--- src/rtl/wdt_pkg.sv ---
package wdt_pkg;

  typedef struct packed {
    logic sw_clr;
    logic sleep_in;
    logic fsel_chg;
    logic clk_fail;
    logic dev_rst;
    logic off;
  } clr_src_t;

  typedef enum logic [1:0] {
    TO_NONE  = 2'd0,
    TO_RESET = 2'd1,
    TO_WAKE  = 2'd2
  } to_kind_e;

  function automatic logic any_clear(clr_src_t s);
    return s.sw_clr | s.sleep_in | s.fsel_chg | s.clk_fail | s.dev_rst | s.off;
  endfunction

endpackage

--- src/rtl/wdt_ctrl.sv ---
module wdt_ctrl #(
  parameter int FSEL_W = 3
) (
  input  logic              clk_i,
  input  logic              rst_ni,
  input  logic              fuse_en_i,
  input  logic              sw_en_i,
  input  logic              clr_i,
  input  logic              sleep_i,
  input  logic [FSEL_W-1:0] fsel_i,
  input  logic              clk_fail_i,
  input  logic              dev_rst_i,
  output logic              en_o,
  output logic              clear_o
);
  import wdt_pkg::*;

  logic              sleep_q;
  logic [FSEL_W-1:0] fsel_q;
  clr_src_t          src;

  // fuse overrides software
  assign en_o = fuse_en_i ? 1'b1 : sw_en_i;

  always_ff @(posedge clk_i or negedge rst_ni) begin
    if (!rst_ni) begin
      sleep_q <= 1'b0;
      fsel_q  <= '0;
    end else begin
      sleep_q <= sleep_i;
      fsel_q  <= fsel_i;
    end
  end

  always_comb begin
    src          = '0;
    src.sw_clr   = clr_i;
    src.sleep_in = sleep_i & ~sleep_q;
    src.fsel_chg = |(fsel_i ^ fsel_q);
    src.clk_fail = clk_fail_i;
    src.dev_rst  = dev_rst_i;
    src.off      = ~en_o;
  end

  assign clear_o = any_clear(src);

endmodule

--- src/rtl/wdt_prescale.sv ---
module wdt_prescale #(
  parameter int PRE_DIV = 128
) (
  input  logic clk_i,
  input  logic rst_ni,
  input  logic clear_i,
  output logic tick_o
);
  localparam int PRE_W = (PRE_DIV > 2) ? $clog2(PRE_DIV) : 1;
  localparam logic [PRE_W-1:0] LAST = PRE_W'(PRE_DIV - 1);

  logic [PRE_W-1:0] cnt_q;
  logic             wrap;

  assign wrap   = (cnt_q == LAST);
  assign tick_o = wrap & ~clear_i;

  always_ff @(posedge clk_i or negedge rst_ni) begin
    if (!rst_ni)             cnt_q <= '0;
    else if (clear_i || wrap) cnt_q <= '0;
    else                     cnt_q <= cnt_q + 1'b1;
  end

endmodule

--- src/rtl/wdt_postscale.sv ---
module wdt_postscale #(
  parameter int PS_STAGES = 16,
  parameter int SEL_W     = 4
) (
  input  logic             clk_i,
  input  logic             rst_ni,
  input  logic             clear_i,
  input  logic             tick_i,
  input  logic [SEL_W-1:0] sel_i,
  output logic             timeout_o
);
  localparam int CNT_W = (PS_STAGES > 1) ? PS_STAGES - 1 : 1;

  logic [CNT_W-1:0] cnt_q;
  logic [CNT_W-1:0] thr;

  // threshold 2^sel - 1 as a thermometer mask
  for (genvar k = 0; k < CNT_W; k++) begin : g_thr
    assign thr[k] = (32'(sel_i) > 32'(k));
  end

  assign timeout_o = tick_i & ~clear_i & (cnt_q >= thr);

  always_ff @(posedge clk_i or negedge rst_ni) begin
    if (!rst_ni)                   cnt_q <= '0;
    else if (clear_i || timeout_o) cnt_q <= '0;
    else if (tick_i)               cnt_q <= cnt_q + 1'b1;
  end

endmodule

--- src/rtl/wdt_resp.sv ---
module wdt_resp (
  input  logic clk_i,
  input  logic rst_ni,
  input  logic timeout_i,
  input  logic sleep_i,
  input  logic sw_clr_i,
  output logic rst_o,
  output logic wake_o,
  output logic flag_o
);
  import wdt_pkg::*;

  to_kind_e kind;

  always_comb begin
    kind = TO_NONE;
    if (timeout_i) kind = sleep_i ? TO_WAKE : TO_RESET;
  end

  always_ff @(posedge clk_i or negedge rst_ni) begin
    if (!rst_ni) begin
      rst_o  <= 1'b0;
      wake_o <= 1'b0;
      flag_o <= 1'b0;
    end else begin
      rst_o  <= (kind == TO_RESET);
      wake_o <= (kind == TO_WAKE);
      if (sw_clr_i)              flag_o <= 1'b0;
      else if (kind == TO_RESET) flag_o <= 1'b1;
    end
  end

endmodule

--- src/rtl/wdog_timer.sv ---
module wdog_timer #(
  parameter int  PRE_DIV   = 128,
  parameter int  PS_STAGES = 16,
  parameter int  FSEL_W    = 3,
  localparam int SEL_W     = $clog2(PS_STAGES)
) (
  input  logic              clk_i,
  input  logic              rst_ni,
  input  logic              fuse_en_i,
  input  logic              sw_en_i,
  input  logic [SEL_W-1:0]  per_sel_i,
  input  logic              clr_i,
  input  logic              sleep_i,
  input  logic [FSEL_W-1:0] fsel_i,
  input  logic              clk_fail_i,
  input  logic              dev_rst_i,
  output logic              osc_en_o,
  output logic              wdt_rst_o,
  output logic              wake_o,
  output logic              to_flag_o
);

  logic en, clear, tick, timeout;

  wdt_ctrl #(.FSEL_W(FSEL_W)) u_ctrl (
    .clk_i      (clk_i),
    .rst_ni     (rst_ni),
    .fuse_en_i  (fuse_en_i),
    .sw_en_i    (sw_en_i),
    .clr_i      (clr_i),
    .sleep_i    (sleep_i),
    .fsel_i     (fsel_i),
    .clk_fail_i (clk_fail_i),
    .dev_rst_i  (dev_rst_i),
    .en_o       (en),
    .clear_o    (clear)
  );

  wdt_prescale #(.PRE_DIV(PRE_DIV)) u_pre (
    .clk_i   (clk_i),
    .rst_ni  (rst_ni),
    .clear_i (clear),
    .tick_o  (tick)
  );

  wdt_postscale #(.PS_STAGES(PS_STAGES), .SEL_W(SEL_W)) u_post (
    .clk_i     (clk_i),
    .rst_ni    (rst_ni),
    .clear_i   (clear),
    .tick_i    (tick),
    .sel_i     (per_sel_i),
    .timeout_o (timeout)
  );

  wdt_resp u_resp (
    .clk_i     (clk_i),
    .rst_ni    (rst_ni),
    .timeout_i (timeout),
    .sleep_i   (sleep_i),
    .sw_clr_i  (clr_i),
    .rst_o     (wdt_rst_o),
    .wake_o    (wake_o),
    .flag_o    (to_flag_o)
  );

  assign osc_en_o = en;

endmodule

--- config.mk ---
export PLATFORM = sky130hd
export DESIGN_NAME = wdog_timer
export DESIGN_NICKNAME = d
export VERILOG_FILES = /design/src/rtl/wdt_pkg.sv /design/src/rtl/wdt_ctrl.sv /design/src/rtl/wdt_prescale.sv /design/src/rtl/wdt_postscale.sv /design/src/rtl/wdt_resp.sv /design/src/rtl/wdog_timer.sv
export SDC_FILE = /design/constraint.sdc
export NUM_CORES = 1
export LEC_CHECK = 0
export BUFFER_PORTS_ARGS = -buffer_cell sky130_fd_sc_hd__buf_2
export CAP_MARGIN = 20
export CORE_UTILIZATION = 55
export DETAILED_ROUTE_END_ITERATION = 7
export MAX_ROUTING_LAYER = met4
export PLACE_DENSITY = 0.83
export SYNTH_ARGS = -nofsm -noshare
export SYNTH_HDL_FRONTEND = slang
export SYNTH_SLANG_ARGS = --single-unit
--- constraint.sdc ---
create_clock -name clk_i -period 2.8 [get_ports clk_i]
set_clock_uncertainty 0.2 [all_clocks]
set_input_delay 0.84 -clock clk_i [delete_from_list [all_inputs] [get_ports clk_i]]
set_output_delay 0.84 -clock clk_i [all_outputs]
set_load 0.05 [all_outputs]
Word-level counts from Yosys, hierarchy flattened
Cells that the tools add are included.
- memories kept: 0
- input port bits: 15
- ROM bits: 0
- latch bits: 0
- register bits after elaboration: 29
- output and inout bits: 4
- RAM bits: 0
- divide/modulo/power cells: 0
- muxes and demuxes: 8
- add/subtract/negate cells: 2
- reduce and logical (&&, ||, !) cells: 5
- bitwise logic cells: 13
- order comparisons: 16
- $mul: 0
- eq/ne operators: 3
- shift-type cells: 0
- operators with widths (cell ; count):
    two-way mux 15 bit ; 2
    > comparator 4 bit (second input constant) ; 7
    > comparator 4 x 3 -> 1 bit (second input constant) ; 4
    adder 15 x 1 -> 15 bit (second input constant) ; 1
    greater-or-equal comparator 15 bit ; 1
    > comparator 4 x 1 -> 1 bit (second input constant) ; 2
    > comparator 4 x 2 -> 1 bit (second input constant) ; 2
    adder 7 x 1 -> 7 bit (second input constant) ; 1
    == test 7 bit (second input constant) ; 1
    two-way mux 7 bit ; 1
    bitwise OR 1 bit ; 5
    bitwise AND 1 bit ; 4
    two-way mux 2 bit ; 2
    nonzero test 2 bit ; 2
    two-way mux 1 bit ; 3
    NOT 1 bit ; 3
    OR reduction 3 bit ; 1
    XOR 3 bit ; 1
    == test 2 x 1 -> 1 bit (second input constant) ; 1
    == test 2 bit (second input constant) ; 1
    logical OR 1 bit ; 2

Logic depth before layout (Yosys ltp)
- depth in word-level cells: 15
- mapped depth: 11
- mapped depth without buffers: 8

Cells and area by module
A second synthesis with hierarchy kept.
- cells, all modules: 190
- area total of the unflattened synthesis: 1809.2 um^2
- by module, submodules not included (module ; instances ; area each (um^2) ; cells an instance):
    wdt_postscale ; 1 ; 1227.4 ; 142
    wdt_prescale ; 1 ; 315.3 ; 30
    wdt_ctrl ; 1 ; 160.2 ; 12
    wdt_resp ; 1 ; 106.4 ; 6

Worst setup path before layout
No wires, ideal clock.
- kind: input port to flip-flop
- start point: in per_sel_i[1]
- end point: reg u_post.cnt_q[12]
- data arrival time: 2832 ps
- cell stages on the path: 11
- setup time: 104 ps
- data required time: 2496 ps
- path buffers: 3
- slack: -336 ps
- cells stage by stage: clkbuf_1 a21oi_1 and2_1 ha_1 and4_1 o21ai_0 o221ai_1 a211o_1 clkbuf_8 buf_6 a221oi_1
- word-level cells in the longest chain between the ends: 5
- elaborated cells between the ends (all ways): 20
- classes of those cells: order compare: 16; mux: 1; bitwise: 1; reduce/logical: 2
- RTL lines (element ; RTL line ; source):
    from (decl) ; wdog_timer.sv:11 ; input logic [SEL_W-1:0] per_sel_i,
    > comparator 4 x 1 -> 1 bit, or another cell as far along ; wdt_postscale.sv:19 ; assign thr[k] = (32'(sel_i) > 32'(k));
    greater-or-equal comparator 15 bit (*) ; wdt_postscale.sv:22 ; assign timeout_o = tick_i & ~clear_i & (cnt_q >= thr);
    bitwise AND 1 bit (*) ; wdt_postscale.sv:22 ;
    logical OR 1 bit (*) ; wdt_postscale.sv:26 ; else if (clear_i || timeout_o) cnt_q <= '0;
    two-way mux 15 bit or nonzero test 2 bit (tied branches) ; n/a ;
    to (signal assigned) ; wdt_postscale.sv:27 ; else if (tick_i) cnt_q <= cnt_q + 1'b1;
    to (decl) ; wdt_postscale.sv:14 ; logic [CNT_W-1:0] cnt_q;
Mark *: on every way between the ends. The rest lies on a longest branch, timed or not.
A chain may end at the register's enable or synchronous reset.

Worst setup path in the final report
- start point: in per_sel_i[1]
- end point: reg u_post.cnt_q[7]
The elaborated chain is that of the path after synthesis.

==> results.ini <==
[clocking]
post_cts_buffers=0
postCtsHoldBufs=0
post_cts_resized=0
clkSinkCount=29
cts_tree=done
clock-root-buffer=clkbuf_4
clk_pin_slew_ns=0.10
clk_latency_ns=0.35
cts_buffers=5
clockBufferDepth=2
htree_levels=2

[setup_path]
required_ns=2.85
critPathLaunchType=primary input
crit_path_end_kind=register
arrival_ns=2.71
worst-setup-path-type=primary input to register
r2r-end=u_post.cnt_q[11]$_DFFE_PN0P_
cp_slowest_cell=ha_1
cp-endpoint=u_post.cnt_q[7]$_DFFE_PN0P_
crit_chain=buf_2, buf_4, o31ai_1, ha_1, a21o_1, nand3_1, a21oi_1, a211o_1, buf_12, a221oi_1
reg2reg_from=u_pre.cnt_q[0]$_DFF_PN0_
crit_start=per_sel_i[1]
reg2reg_slack_ns=0.21
cp_max_fo=18
critical-path-max-stage-delay_ns=0.30
r2r_cells=7

[floorplanning]
die_w_um=61.1
fp-row-count=21
design.core.area_um2=3340
start_util_pct=57.5
fp.dieH_um=61.1
boundaryPins=19
dieArea_um2=3730

[timing]
slew_headroom_pct=57.3
setup_violations=0
fmax_mhz=377
rsz0062_at_grt=no
tightestPinTransition_ns=0.640
drv_slew=0
setup_slack_ns=0.146
period_needed_ns=2.65
holdWs_ns=0.266
timing_hold_violations_final=0
min_period_over_period_pct=94.8

[power_and_ir_drop]
p_sw_w=0.000197
ir_drop_v=0.000309
p_comb_share_pct=10.3
internal_power_w=0.000549
power.share.sequential_pct=56.7
p_clk_share_pct=33.0
sw_frac_of_total_pct=26.4
p_leak_nw=0.920
cellPowerDensity_nw_per_um2=341

[grt]
grt_overflow_total=0
grt_usage_pct=23.4
grt_pass1_wl_mm=6.05
grt_max_degree=30
antenna_found_initial=0
grt_pass1_vias=1340

[detailed_routing]
wl_per_cell_um=14.2
drtIter0Drc=112
first_pass_iters=4
vias=1564
drc=0
vias_per_cell=5.97
ant_nets=0
wl_mm=3.71

[finish]
fin_nets=247
n_fill_cell=261
diodes=0
area_growth_pct=13.9
drive_gt1_share_pct=27.3

[logic_synthesis]
synth_top_family_by_area=simple AND/OR/NAND/NOR gates
synth_area_leaders=dfrtp_1, ha_1, clkbuf_8, a221oi_1, o21ai_0
yosysTopAreaCell=dfrtp_1
ys_ff_latch=29
avgSynthCellArea_um2=10.1
synth.top_cell.area_share_pct=37.8
dominantRegCellSynth=dfrtp_1
yosys-top-cells-count=dfrtp_1, ha_1, nor2_1
synth_compound_gate_area_share_pct=19.6
synthMuxAreaShare_pct=0
yosysWarnings=0
async_reset_ff_share_pct=100
yosysSeqAreaShare_pct=37.8
synth_edf_count=0
synth_cells=190
syn_nets=222
synth_xor_area_share_pct=5.02
syn-cell-area_um2=1920
yosys.cell_count.top_type=dfrtp_1
synth_fa_ha_area_share_pct=11.1
synthDistinctLibCells=40
synthSimpleGateAreaFrac_pct=20.4

[outcome]
outcome=complete, no violations

[placement]
place.gp.congestion=0.813
hpwlAfterDp_mm=2.62
dp_slack_ns=-0.303
port_buffers=18

[worst_hold_path]
hold_class=register to register

[run]
drv_cap=0

power by group through the flow:
| stage | clock network [W] | registers [W] | logic (W) |
|---|---|---|---|
| after detailed placement | 0 | 0.000431 | 0.0000746 |
| final | 0.000246 | 0.000423 | 0.0000765 |
| after floorplan | 0 | 0.000431 | 0.0000467 |
| after CTS | 0.000250 | 0.000423 | 0.0000749 |
| after global placement | 0 | 0.000431 | 0.0000731 |
| after global routing | 0.000267 | 0.000423 | 0.0000866 |
cell type report:
| class | instances | area (µm²) | share of cell area, % |
|---|---|---|---|
| clock buffer | 6 | 41.3 | 1.89 |
| clock inverter | 2 | 10.0 | 0.458 |
| inverter | 4 | 15.0 | 0.687 |
| multi-input combinational | 147 | 1150 | 52.6 |
| sequential | 29 | 726 | 33.2 |
| tap | 46 | 57.6 | 2.63 |
| timing repair buffer | 28 | 186 | 8.53 |
worst min-delay path by stage:
stage / startpoint / to / slack [ns] / cells past startpoint
floorplan: u_pre.cnt_q[0]$_DFF_PN0_ / u_pre.cnt_q[0]$_DFF_PN0_ / 0.22 / 1
global placement: u_pre.cnt_q[0]$_DFF_PN0_ / u_pre.cnt_q[0]$_DFF_PN0_ / 0.24 / 1
detailed placement: u_pre.cnt_q[0]$_DFF_PN0_ / u_pre.cnt_q[0]$_DFF_PN0_ / 0.25 / 1
CTS: u_pre.cnt_q[0]$_DFF_PN0_ / u_pre.cnt_q[0]$_DFF_PN0_ / 0.27 / 1
global route: u_pre.cnt_q[0]$_DFF_PN0_ / u_pre.cnt_q[0]$_DFF_PN0_ / 0.30 / 1
finish: u_pre.cnt_q[0]$_DFF_PN0_ / u_pre.cnt_q[0]$_DFF_PN0_ / 0.27 / 1
cell usage in the layout (no fill, tap or decap), types with 2 or more instances in the layout:
| cell type | instances |
|---|---|
| nor3_1 | 3 |
| or2_2 | 3 |
| dfrtp_1 | 29 |
| buf_4 | 10 |
| nand4_1 | 7 |
| nand3_1 | 8 |
| clkbuf_4 | 5 |
| and3_1 | 3 |
| a211oi_2 | 2 |
| nor2_1 | 11 |
| clkinv_2 | 2 |
| a211oi_1 | 3 |
| and4_1 | 2 |
| nand2_1 | 12 |
| and2_1 | 2 |
| a221oi_2 | 9 |
| a21oi_1 | 6 |
| nor2_4 | 2 |
| buf_2 | 16 |
| inv_1 | 4 |
| xor2_1 | 5 |
| a21o_1 | 2 |
| ha_1 | 17 |
| o31ai_1 | 7 |
| xnor2_1 | 6 |
| or3_1 | 8 |
| o21ai_0 | 12 |
worst max-delay path, delay by kind of cell:
family                   cells  cell delay (ns)
AND/OR/NAND/NOR              1             0.07
buffers and inverters        3             0.48
adder cells (fa/ha/maj)      1             0.30
AO/OA/AOI/OAI                5             1.00
cell families after synthesis:
group	count (synthesis)
and+or+nand+nor	70
AOI/OAI and AO/OA	49
DFF	29
adders and majority gates	17
buffers and inverters	14
xor gates and xnor gates	11
per-stage QoR:
stage          instance area, µm²  setup TNS, ns  util (%)  std cells  power, W
3_5_place_dp                 2100          -4.61      62.8        254  0.000506
6_report                     2190              0      65.5        262  0.000746
2_1_floorplan                2020         -0.865         -        190  0.000478
4_1_cts                      2150              0      64.4        262  0.000748
3_3_place_gp                 2100          -3.64      62.8        254  0.000504
5_1_grt                      2190              0      65.5        262  0.000777
state kept, by name, indices dropped and copies added, names as in the netlist:
| signal | flops |
|---|---|
| u_resp.wake_o | 1 |
| u_resp.flag_o | 1 |
| u_resp.rst_o | 1 |
| u_pre.cnt_q | 7 |
| u_ctrl.fsel_q | 3 |
| u_ctrl.sleep_q | 1 |
| u_post.cnt_q | 15 |
routing by layer:
layer / track usage (%) / share of wire (%) / wire length, µm / vias up
met2: 34.5 / 46 / 1700 / 34
met3: 8.19 / 4.3 / 161 / 5
met4: 9.09 / 1.6 / 61 / 0
met5: - / 0 / 0 / -
li1: - / - / - / 777
met1: 29.5 / 48 / 1790 / 748
No activity file was read; power rests on OpenSTA's default activity.
